**src/rtl/wdt_pkg.sv**
```systemverilog
package wdt_pkg;
  localparam int REG_W = 16;
  localparam int KEY_W = 8;
  localparam int CNT_W = 8;
  localparam int CKS_W = 3;
  localparam int ADDR_W = 3;
  localparam int NUM_CODES = 1 << CKS_W;

  localparam logic [ADDR_W-1:0] OFS_CTRL = 3'd0;
  localparam logic [ADDR_W-1:0] OFS_CNT  = 3'd2;
  localparam logic [ADDR_W-1:0] OFS_RST  = 3'd4;

  localparam logic [KEY_W-1:0] KEY_CTRL = 8'hA5;
  localparam logic [KEY_W-1:0] KEY_CNT  = 8'h5A;
  localparam logic [KEY_W-1:0] KEY_RST  = 8'h5A;
  localparam logic [REG_W-1:0] CLEAR_WORD = 16'hA500;

  // Strobes from the control module to the datapath
  typedef struct packed {
    logic             loadCnt;
    logic [CNT_W-1:0] loadVal;
    logic             clearOvf;
  } wdtStrobe_t;

  // log2 of the divide ratio for each clock code
  function automatic int tapShift(input int code);
    case (code)
      0: return 0;
      1: return 6;
      2: return 7;
      3: return 8;
      4: return 9;
      5: return 10;
      6: return 12;
      default: return 14;
    endcase
  endfunction
endpackage

```
**src/rtl/wdt_ctrl.sv**
```systemverilog
module wdt_ctrl
  import wdt_pkg::*;
(
  input  logic              clk,
  input  logic              rstN,
  input  logic [ADDR_W-1:0] busAddr,
  input  logic              busWrEn,
  input  logic              busRdEn,
  input  logic [REG_W-1:0]  busWrData,
  input  logic [CNT_W-1:0]  count,
  input  logic              ovfFlag,
  output logic [REG_W-1:0]  busRdData,
  output logic              modeSel,
  output logic              timerEn,
  output logic [CKS_W-1:0]  clkSel,
  output logic              rstEn,
  output wdtStrobe_t        strb
);
  logic [KEY_W-1:0] keyByte;
  logic             ctrlHit, cntHit, rstHit, clearHit;
  logic             armed;

  assign keyByte  = busWrData[REG_W-1 -: KEY_W];
  assign ctrlHit  = busWrEn && (busAddr == OFS_CTRL) && (keyByte == KEY_CTRL);
  assign cntHit   = busWrEn && (busAddr == OFS_CNT)  && (keyByte == KEY_CNT);
  assign rstHit   = busWrEn && (busAddr == OFS_RST)  && (keyByte == KEY_RST);
  assign clearHit = busWrEn && (busAddr == OFS_RST)  && (busWrData == CLEAR_WORD) && armed;

  always_comb begin
    strb.loadCnt  = cntHit;
    strb.loadVal  = busWrData[CNT_W-1:0];
    strb.clearOvf = clearHit;
  end

  always_ff @(posedge clk or negedge rstN) begin
    if (!rstN) begin
      modeSel <= 1'b0;
      timerEn <= 1'b0;
      clkSel  <= '0;
    end else if (ctrlHit) begin
      modeSel <= busWrData[6];
      timerEn <= busWrData[5];
      clkSel  <= busWrData[CKS_W-1:0];
    end
  end

  always_ff @(posedge clk or negedge rstN) begin
    if (!rstN)       rstEn <= 1'b0;
    else if (rstHit) rstEn <= busWrData[6];
  end

  // A read that observes the flag arms the clear word
  always_ff @(posedge clk or negedge rstN) begin
    if (!rstN)                                          armed <= 1'b0;
    else if (clearHit)                                  armed <= 1'b0;
    else if (busRdEn && (busAddr == OFS_RST) && ovfFlag) armed <= 1'b1;
  end

  always_comb begin
    busRdData = '0;
    case (busAddr)
      OFS_CTRL: busRdData[7:0] = {1'b0, modeSel, timerEn, {(5-CKS_W){1'b0}}, clkSel};
      OFS_CNT:  busRdData[CNT_W-1:0] = count;
      OFS_RST:  busRdData[7:0] = {ovfFlag, rstEn, 6'b0};
      default:  busRdData = '0;
    endcase
  end
endmodule

```
**src/rtl/wdt_datapath.sv**
```systemverilog
module wdt_datapath
  import wdt_pkg::*;
#(
  parameter int DIV_W     = 14,
  parameter int PULSE_LEN = 16
) (
  input  logic             clk,
  input  logic             rstN,
  input  logic             modeSel,
  input  logic             timerEn,
  input  logic [CKS_W-1:0] clkSel,
  input  logic             rstEn,
  input  wdtStrobe_t       strb,
  output logic [CNT_W-1:0] count,
  output logic             ovfFlag,
  output logic             wdtRstOut
);
  localparam int PW = $clog2(PULSE_LEN + 1);

  logic [DIV_W-1:0] divCnt;
  logic [DIV_W-1:0] maskTab [NUM_CODES];
  logic [DIV_W-1:0] tapMask;
  logic             tick, wrapEvt, trip;
  logic [PW-1:0]    pulseCnt;

  for (genvar g = 0; g < NUM_CODES; g++) begin : g_mask
    localparam int SH = tapShift(g);
    assign maskTab[g] = DIV_W'((64'(1) << SH) - 64'(1));
  end

  assign tapMask = maskTab[clkSel];
  assign tick    = timerEn && ((divCnt & tapMask) == tapMask);
  assign wrapEvt = tick && !strb.loadCnt && (count == {CNT_W{1'b1}});
  assign trip    = wrapEvt && modeSel;

  always_ff @(posedge clk or negedge rstN) begin
    if (!rstN)         divCnt <= '0;
    else if (!timerEn) divCnt <= '0;
    else               divCnt <= divCnt + DIV_W'(1);
  end

  always_ff @(posedge clk or negedge rstN) begin
    if (!rstN)             count <= '0;
    else if (strb.loadCnt) count <= strb.loadVal;
    else if (tick)         count <= count + CNT_W'(1);
  end

  always_ff @(posedge clk or negedge rstN) begin
    if (!rstN)              ovfFlag <= 1'b0;
    else if (trip)          ovfFlag <= 1'b1;
    else if (strb.clearOvf) ovfFlag <= 1'b0;
  end

  always_ff @(posedge clk or negedge rstN) begin
    if (!rstN)               pulseCnt <= '0;
    else if (trip && rstEn)  pulseCnt <= PW'(PULSE_LEN);
    else if (pulseCnt != '0) pulseCnt <= pulseCnt - PW'(1);
  end

  assign wdtRstOut = (pulseCnt != '0);
endmodule

```
**src/rtl/guard_wdt.sv**
```systemverilog
module guard_wdt
  import wdt_pkg::*;
#(
  parameter int DIV_W     = 14,
  parameter int PULSE_LEN = 16
) (
  input  logic              clk,
  input  logic              rstN,
  input  logic [ADDR_W-1:0] busAddr,
  input  logic              busWrEn,
  input  logic              busRdEn,
  input  logic [REG_W-1:0]  busWrData,
  output logic [REG_W-1:0]  busRdData,
  output logic              wdtRstOut
);
  logic             modeSel, timerEn, rstEn, ovfFlag;
  logic [CKS_W-1:0] clkSel;
  logic [CNT_W-1:0] count;
  wdtStrobe_t       strb;

  wdt_ctrl i_ctrl (
    .clk(clk), .rstN(rstN), .busAddr(busAddr), .busWrEn(busWrEn),
    .busRdEn(busRdEn), .busWrData(busWrData), .count(count),
    .ovfFlag(ovfFlag), .busRdData(busRdData), .modeSel(modeSel),
    .timerEn(timerEn), .clkSel(clkSel), .rstEn(rstEn), .strb(strb)
  );

  wdt_datapath #(.DIV_W(DIV_W), .PULSE_LEN(PULSE_LEN)) i_dp (
    .clk(clk), .rstN(rstN), .modeSel(modeSel), .timerEn(timerEn),
    .clkSel(clkSel), .rstEn(rstEn), .strb(strb), .count(count),
    .ovfFlag(ovfFlag), .wdtRstOut(wdtRstOut)
  );
endmodule

```
**config.mk**
```make
export PLATFORM = sky130hd
export DESIGN_NAME = guard_wdt
export DESIGN_NICKNAME = d
export VERILOG_FILES = /design/src/rtl/wdt_pkg.sv /design/src/rtl/wdt_ctrl.sv /design/src/rtl/wdt_datapath.sv /design/src/rtl/guard_wdt.sv
export SDC_FILE = /design/constraint.sdc
export NUM_CORES = 1
export LEC_CHECK = 0
export CORE_MARGIN = 2
export CORE_UTILIZATION = 30
export CTS_CLUSTER_SIZE = 12
export DETAILED_ROUTE_END_ITERATION = 16
export GPL_ROUTABILITY_DRIVEN = 0
export PLACE_DENSITY = 0.55
export SETUP_SLACK_MARGIN = 0.1
export SYNTH_ARGS = -nofsm -noshare
export SYNTH_HDL_FRONTEND = slang
export SYNTH_SLANG_ARGS = --single-unit
```
**constraint.sdc**
```tcl
create_clock -name clk -period 2 [get_ports clk]
set_input_delay 0.4 -clock clk [delete_from_list [all_inputs] [get_ports clk]]
set_output_delay 0.4 -clock clk [all_outputs]
set_load 0.1 [all_outputs]
```
== Yosys cells after proc, flatten, opt, wreduce, memory -nomap -nowiden ==
Memory sizes are Yosys's and may differ from the RTL's.
Cells that the tools add are included.
Widths: inputs -> output; s select.
Word-level totals
  flip-flop bits (word level): 35
  output and inout bits: 17
  bits of input ports: 23
  ROM bits: 112
  logic and storage cells: 57
  memories: 1
Memories
  (name not given): words 8, bits a word 14, rd ports 1, clocked after Yosys merged registers in 0, write ports 0, RTL line wdt_datapath.sv:31  | assign tapMask = maskTab[clkSel];
Cells by class
  bitwise gates (word level): 2
  $lt $le $gt $ge: 1
  reductions and logical operators: 22
  multiplexer cells: 12
  eq/ne operators: 7
  add/subtract/negate cells: 3
Operators with widths (count)
  $mux 14: 3
  $pmux 8 s3: 1
  $eq 16x16->1 const B: 1
  $eq 8x8->1 const B: 2
  $mux 8: 2
  $logic_and 1x1->1: 15
  $add 14x1->14 const B: 1
  $and 14x14->14: 1
  $eq 14x14->1: 1
  $mux 5: 2
  $add 8x1->8 const B: 1
  $eq 8x7->1 const B: 1
  $reduce_bool 2->1: 4
  $reduce_bool 5->1: 1
  $sub 5x1->5 const B: 1
  $ge 4x4->1 const B: 1
  $mux 1: 4
  $not 3->4: 1
  $eq 3x2->1 const B: 1
  $eq 3x3->1 const B: 1
  $logic_not 3->1: 1
  $logic_not 1->1: 1

== Depth between registers and ports, before layout ==
  depth in word-level cells: 12
  mapped depth: 6
  gate-level depth less buffers: 6

== Cells and area by module ==
Synthesis repeated with hierarchy kept, for this count alone.
Unflattened totals
  cell total of the unflattened synthesis: 233
  area total of the unflattened synthesis: 2248.4 um^2
By module, submodules not included
  wdt_datapath: instances 1, area an instance 1554.0 um^2, seq. area each 700.7 um^2, cells an instance 161
  wdt_ctrl: instances 1, area an instance 694.4 um^2, seq. area each 175.2 um^2, cells an instance 72

== Worst setup path after synthesis ==
OpenSTA, ideal clock, no wires.
  path type: input to output
  from: input port busAddr[1]
  to: output port busRdData[5]
  arrival: 2.668 ns
  stages on the path: 3
  data required time: 1.600 ns
  slack: -1.068 ns
  path buffers: 1
  cell sequence: buf_6 > mux2i_1 > nor3_1
Between the ends
  word-level cells in the longest chain between the ends: 2
  elaborated cells between the ends (all ways): 4
  classes of those cells: eq/ne (2); mux (1); reduce/logical (1)
Ends and longest elaborated chain
  start: declaration: RTL line guard_wdt.sv:9  | input logic [ADDR_W-1:0] busAddr,
  $eq 3x3->1, or another cell as far along: RTL line wdt_ctrl.sv:61  | case (busAddr)
  $pmux 8 s3 *: RTL line wdt_ctrl.sv:61
  end: declaration: RTL line guard_wdt.sv:13  | output logic [REG_W-1:0] busRdData,
Every way passes the cells marked *; elsewhere a longest branch is shown, timed or not.

== Final worst setup path ==
  from: register i_ctrl.clkSel[0]
  to: register i_dp.count[4]
Between the ends
  word-level cells in the longest chain between the ends: 8
Ends and longest elaborated chain
  start: declaration: RTL line wdt_ctrl.sv:15  | output logic [CKS_W-1:0] clkSel,
  start signal: assignment: RTL line wdt_ctrl.sv:43  | clkSel <= busWrData[CKS_W-1:0];
  $not 3->4 (implied by the code) *: RTL line wdt_datapath.sv:31
  $mem_v2 8x14 *
  $mux 14 (implied by the code) * (2 in series): RTL line wdt_datapath.sv:31
  $and 14x14->14: RTL line wdt_datapath.sv:32  | assign tick = timerEn && ((divCnt & tapMask) == tapMask);
  $eq 14x14->1 *: RTL line wdt_datapath.sv:32
  $logic_and 1x1->1 *: RTL line wdt_datapath.sv:32
  $reduce_bool 2->1 (no line) *
  end signal: assignment: RTL line wdt_datapath.sv:44  | else if (strb.loadCnt) count <= strb.loadVal;
  end signal: assignment: RTL line wdt_datapath.sv:45  | else if (tick) count <= count + CNT_W'(1);
  end: declaration: RTL line wdt_datapath.sv:14  | output logic [CNT_W-1:0] count,
Every way passes the cells marked *; elsewhere a longest branch is shown, timed or not. The select of a mux whose other input is x is not followed.
A chain may end at the register's enable or synchronous reset.

==> results.json <==
{
  "status": "finished, final reports clean",
  "clk-insertion-delay-late_ns": 0.29,
  "area_delta_synth_final_pct": 52.0,
  "arrival_ns": 2.15,
  "antenna_found_initial": 0,
  "cellPowerDensity_nw_per_um2": 678,
  "num-fill-cells": 656,
  "r2r_setup_slack_ns": 0.06,
  "yosys.cell_types.count": 53,
  "clk_pin_slew_ns": 0.07,
  "ios": 40,
  "hp-class": "input pin to async pin",
  "htree_num_levels": 2,
  "ys_seq_area_share_pct": 41.2,
  "grt.overflow.total": 0,
  "finalCriticalPeriod_ns": 1.94,
  "endpoint_kind": "flip-flop",
  "syn_area_sq_um": 2130,
  "ys_seq_elements": 35,
  "core_area_sq_um": 6830,
  "dieArea_sq_um": 7780,
  "drc": 0,
  "worstPathMaxFanout": 5,
  "cts_buffer_depth": 2,
  "final_common_cell": "buf_4",
  "multi_input_area_sq_um": 1310,
  "rows": 30,
  "die_y_microns": 88.2,
  "grtUsageTotal_pct": 15.6,
  "async_flop_share_pct": 100,
  "grt_pass1_wl_microns": 9360,
  "start_kind": "flip-flop",
  "root_buffer": "clkbuf_8",
  "slew_violations": 0,
  "cts_tree": "done",
  "setup_violations": 0,
  "nets": 328,
  "finalPower_mw": 2.19,
  "rsz0062_at_grt": "yes",
  "start_util_pct": 31.1,
  "cap_violations": 0,
  "yosysWarnings": 0,
  "synth_edf_count": 0,
  "num_vias": 1931,
  "syn_area_per_cell_sq_um": 9.80,
  "peakVddDrop_mv": 0.234,
  "routed_wl_microns": 5710,
  "p_leak_nw": 1.40,
  "r2r_cells": 5,
  "drt_iter0_markers": 87,
  "fmax_mhz": 516,
  "first_global_vias": 1872,
  "post-synth-top-area-fraction_pct": 41.2,
  "final_cell_mix": "buf_4 (45), dfrtp_1 (33), clkdlybuf4s50_1 (19), nor2_1 (15)",
  "synthesis.instances": 217,
  "avgRoutedWirePerCell_microns": 14.4,
  "antenna_left": 0,
  "seqCellArea_sq_um": 878,
  "fp.dieW_microns": 88.2,
  "cts_made_buffers": 5,
  "max_stage_delay_ns": 0.58,
  "worstSetupPathType": "flip-flop to flip-flop",
  "drt_first_pass_iters": 4,
  "min_period_over_period_pct": 96.9,
  "r2r_end": "i_dp.count[4]$_DFFE_PN0P_",
  "grt_start_max_net_pins": 36,
  "hold_buffers": 0,
  "cts.sinks": 35,
  "synthFlopType": "dfrtp_1",
  "avgViaCountPerCell": 4.88,
  "worstPathRequired_ns": 2.22,
  "finalHoldViolations": 0,
  "antenna_cells": 0,
  "synthTopCellsByArea": "dfrtp_1 (41%), xnor2_1 (5.8%), and2_1 (3.2%)",
  "drive_above_1_share_pct": 35.3,
  "dp_hpwl_microns": 4160,
  "holdWs_ns": 0.537,
  "synth_top_area_cell": "dfrtp_1",
  "numPortBuffers": 31,
  "path_cells": "a21boi_1 > a2bb2oi_1 > or4_4 > or4_1 > a31oi_1",
  "r2r_start": "i_ctrl.clkSel[0]$_DFFE_PN0P_",
  "skew_ns": 0.00842,
  "critical-path-slowest-cell": "or4_4"
}
==> critical path, delay by kind of cell (launching register included) <==
kind | cells | cell delay, ns
AO/OA/AOI/OAI | 3 | 0.42
AND/OR/NAND/NOR | 2 | 0.99
flip-flops | 1 | 0.45
==> metal layers <==
metal | GRT usage (%) | part of all wire, %
met1 | 22.4 | 47
met2 | 23.4 | 46
met3 | 3.39 | 5.3
met4 | 4.68 | 1.6
met5 | 0 | 0
==> stage by stage <==
step,worst slack [ns],instance area [sq um],instances,utilization (%),TNS (ns)
floorplan,-0.211,2230,224,-,-0.631
global placement,-0.198,2950,380,43.2,-2.80
detailed placement,-0.224,2950,380,43.2,-2.71
CTS,0.0689,3170,394,46.4,0
global route,-0.0249,3230,396,47.3,-0.0388
finish,0.0626,3230,396,47.3,0
==> report_power, final <==
group / switching (mW) / internal, mW
registers: 0.104 / 0.796
clock network: 0.253 / 0.232
logic: 0.458 / 0.347
==> registers in the layout (all words and copies together), names as in the netlist <==
signal	flops
i_ctrl.armed	1
i_ctrl.modeSel	1
i_dp.count	8
i_ctrl.clkSel	3
i_ctrl.timerEn	1
i_dp.ovfFlag	1
i_dp.pulseCnt	5
i_dp.divCnt	14
i_ctrl.rstEn	1
==> worst max-delay path by stage <==
stage,startpoint,endpoint,slack (ns),cells after the start
after floorplan,busAddr[1],busRdData[0],-0.21,3
after global placement,busAddr[1],i_dp.count[4]$_DFFE_PN0P_,-0.20,5
after detailed placement,busAddr[1],i_dp.count[7]$_DFFE_PN0P_,-0.22,5
after CTS,i_ctrl.clkSel[0]$_DFFE_PN0P_,i_dp.count[4]$_DFFE_PN0P_,0.07,5
after global routing,i_ctrl.clkSel[0]$_DFFE_PN0P_,i_dp.count[5]$_DFFE_PN0P_,-0.02,5
final,i_ctrl.clkSel[0]$_DFFE_PN0P_,i_dp.count[4]$_DFFE_PN0P_,0.06,5
==> cells by family (layout without fill, tap and decap cells) <==
group	after synthesis	count (layout)	synth area share (%)
simple gates	97	97	27.3
flops	35	35	41.2
compound gates	33	33	10.9
buf+inv	20	96	5.89
xor+xnor	15	15	6.18
mux	12	12	6.00
fa+ha+maj	4	4	2.35
other cells	1	8	0.176
==> synthesized netlist by cell type (4+ instances only) <==
cell type / number
nor4_1: 5
dfrtp_1: 35
xnor2_1: 14
buf_4: 8
o21ai_0: 8
nand3_1: 7
and2_1: 11
inv_1: 7
a21boi_0: 5
nand4_1: 4
ha_1: 4
mux2i_1: 6
nor2_1: 17
mux2_2: 6
a31oi_1: 5
and3_1: 5
nand2_1: 14
nor3_1: 8
==> cell type report <==
cell class / count / share of cell area (%)
Multi-Input combinational cell: 169 / 40.4
Sequential cell: 35 / 27.2
Timing Repair Buffer: 83 / 25.6
Tap cell: 96 / 3.72
Clock buffer: 6 / 2.25
Inverter: 7 / 0.813
==> what timing repair did <==
action,CTS,global route
pin swaps,9,3
gates cloned,0,0
gates resized for setup,19,12
setup endpoints to repair,14,16
setup buffers,8,2
No activity file was read; power rests on OpenSTA's default activity.
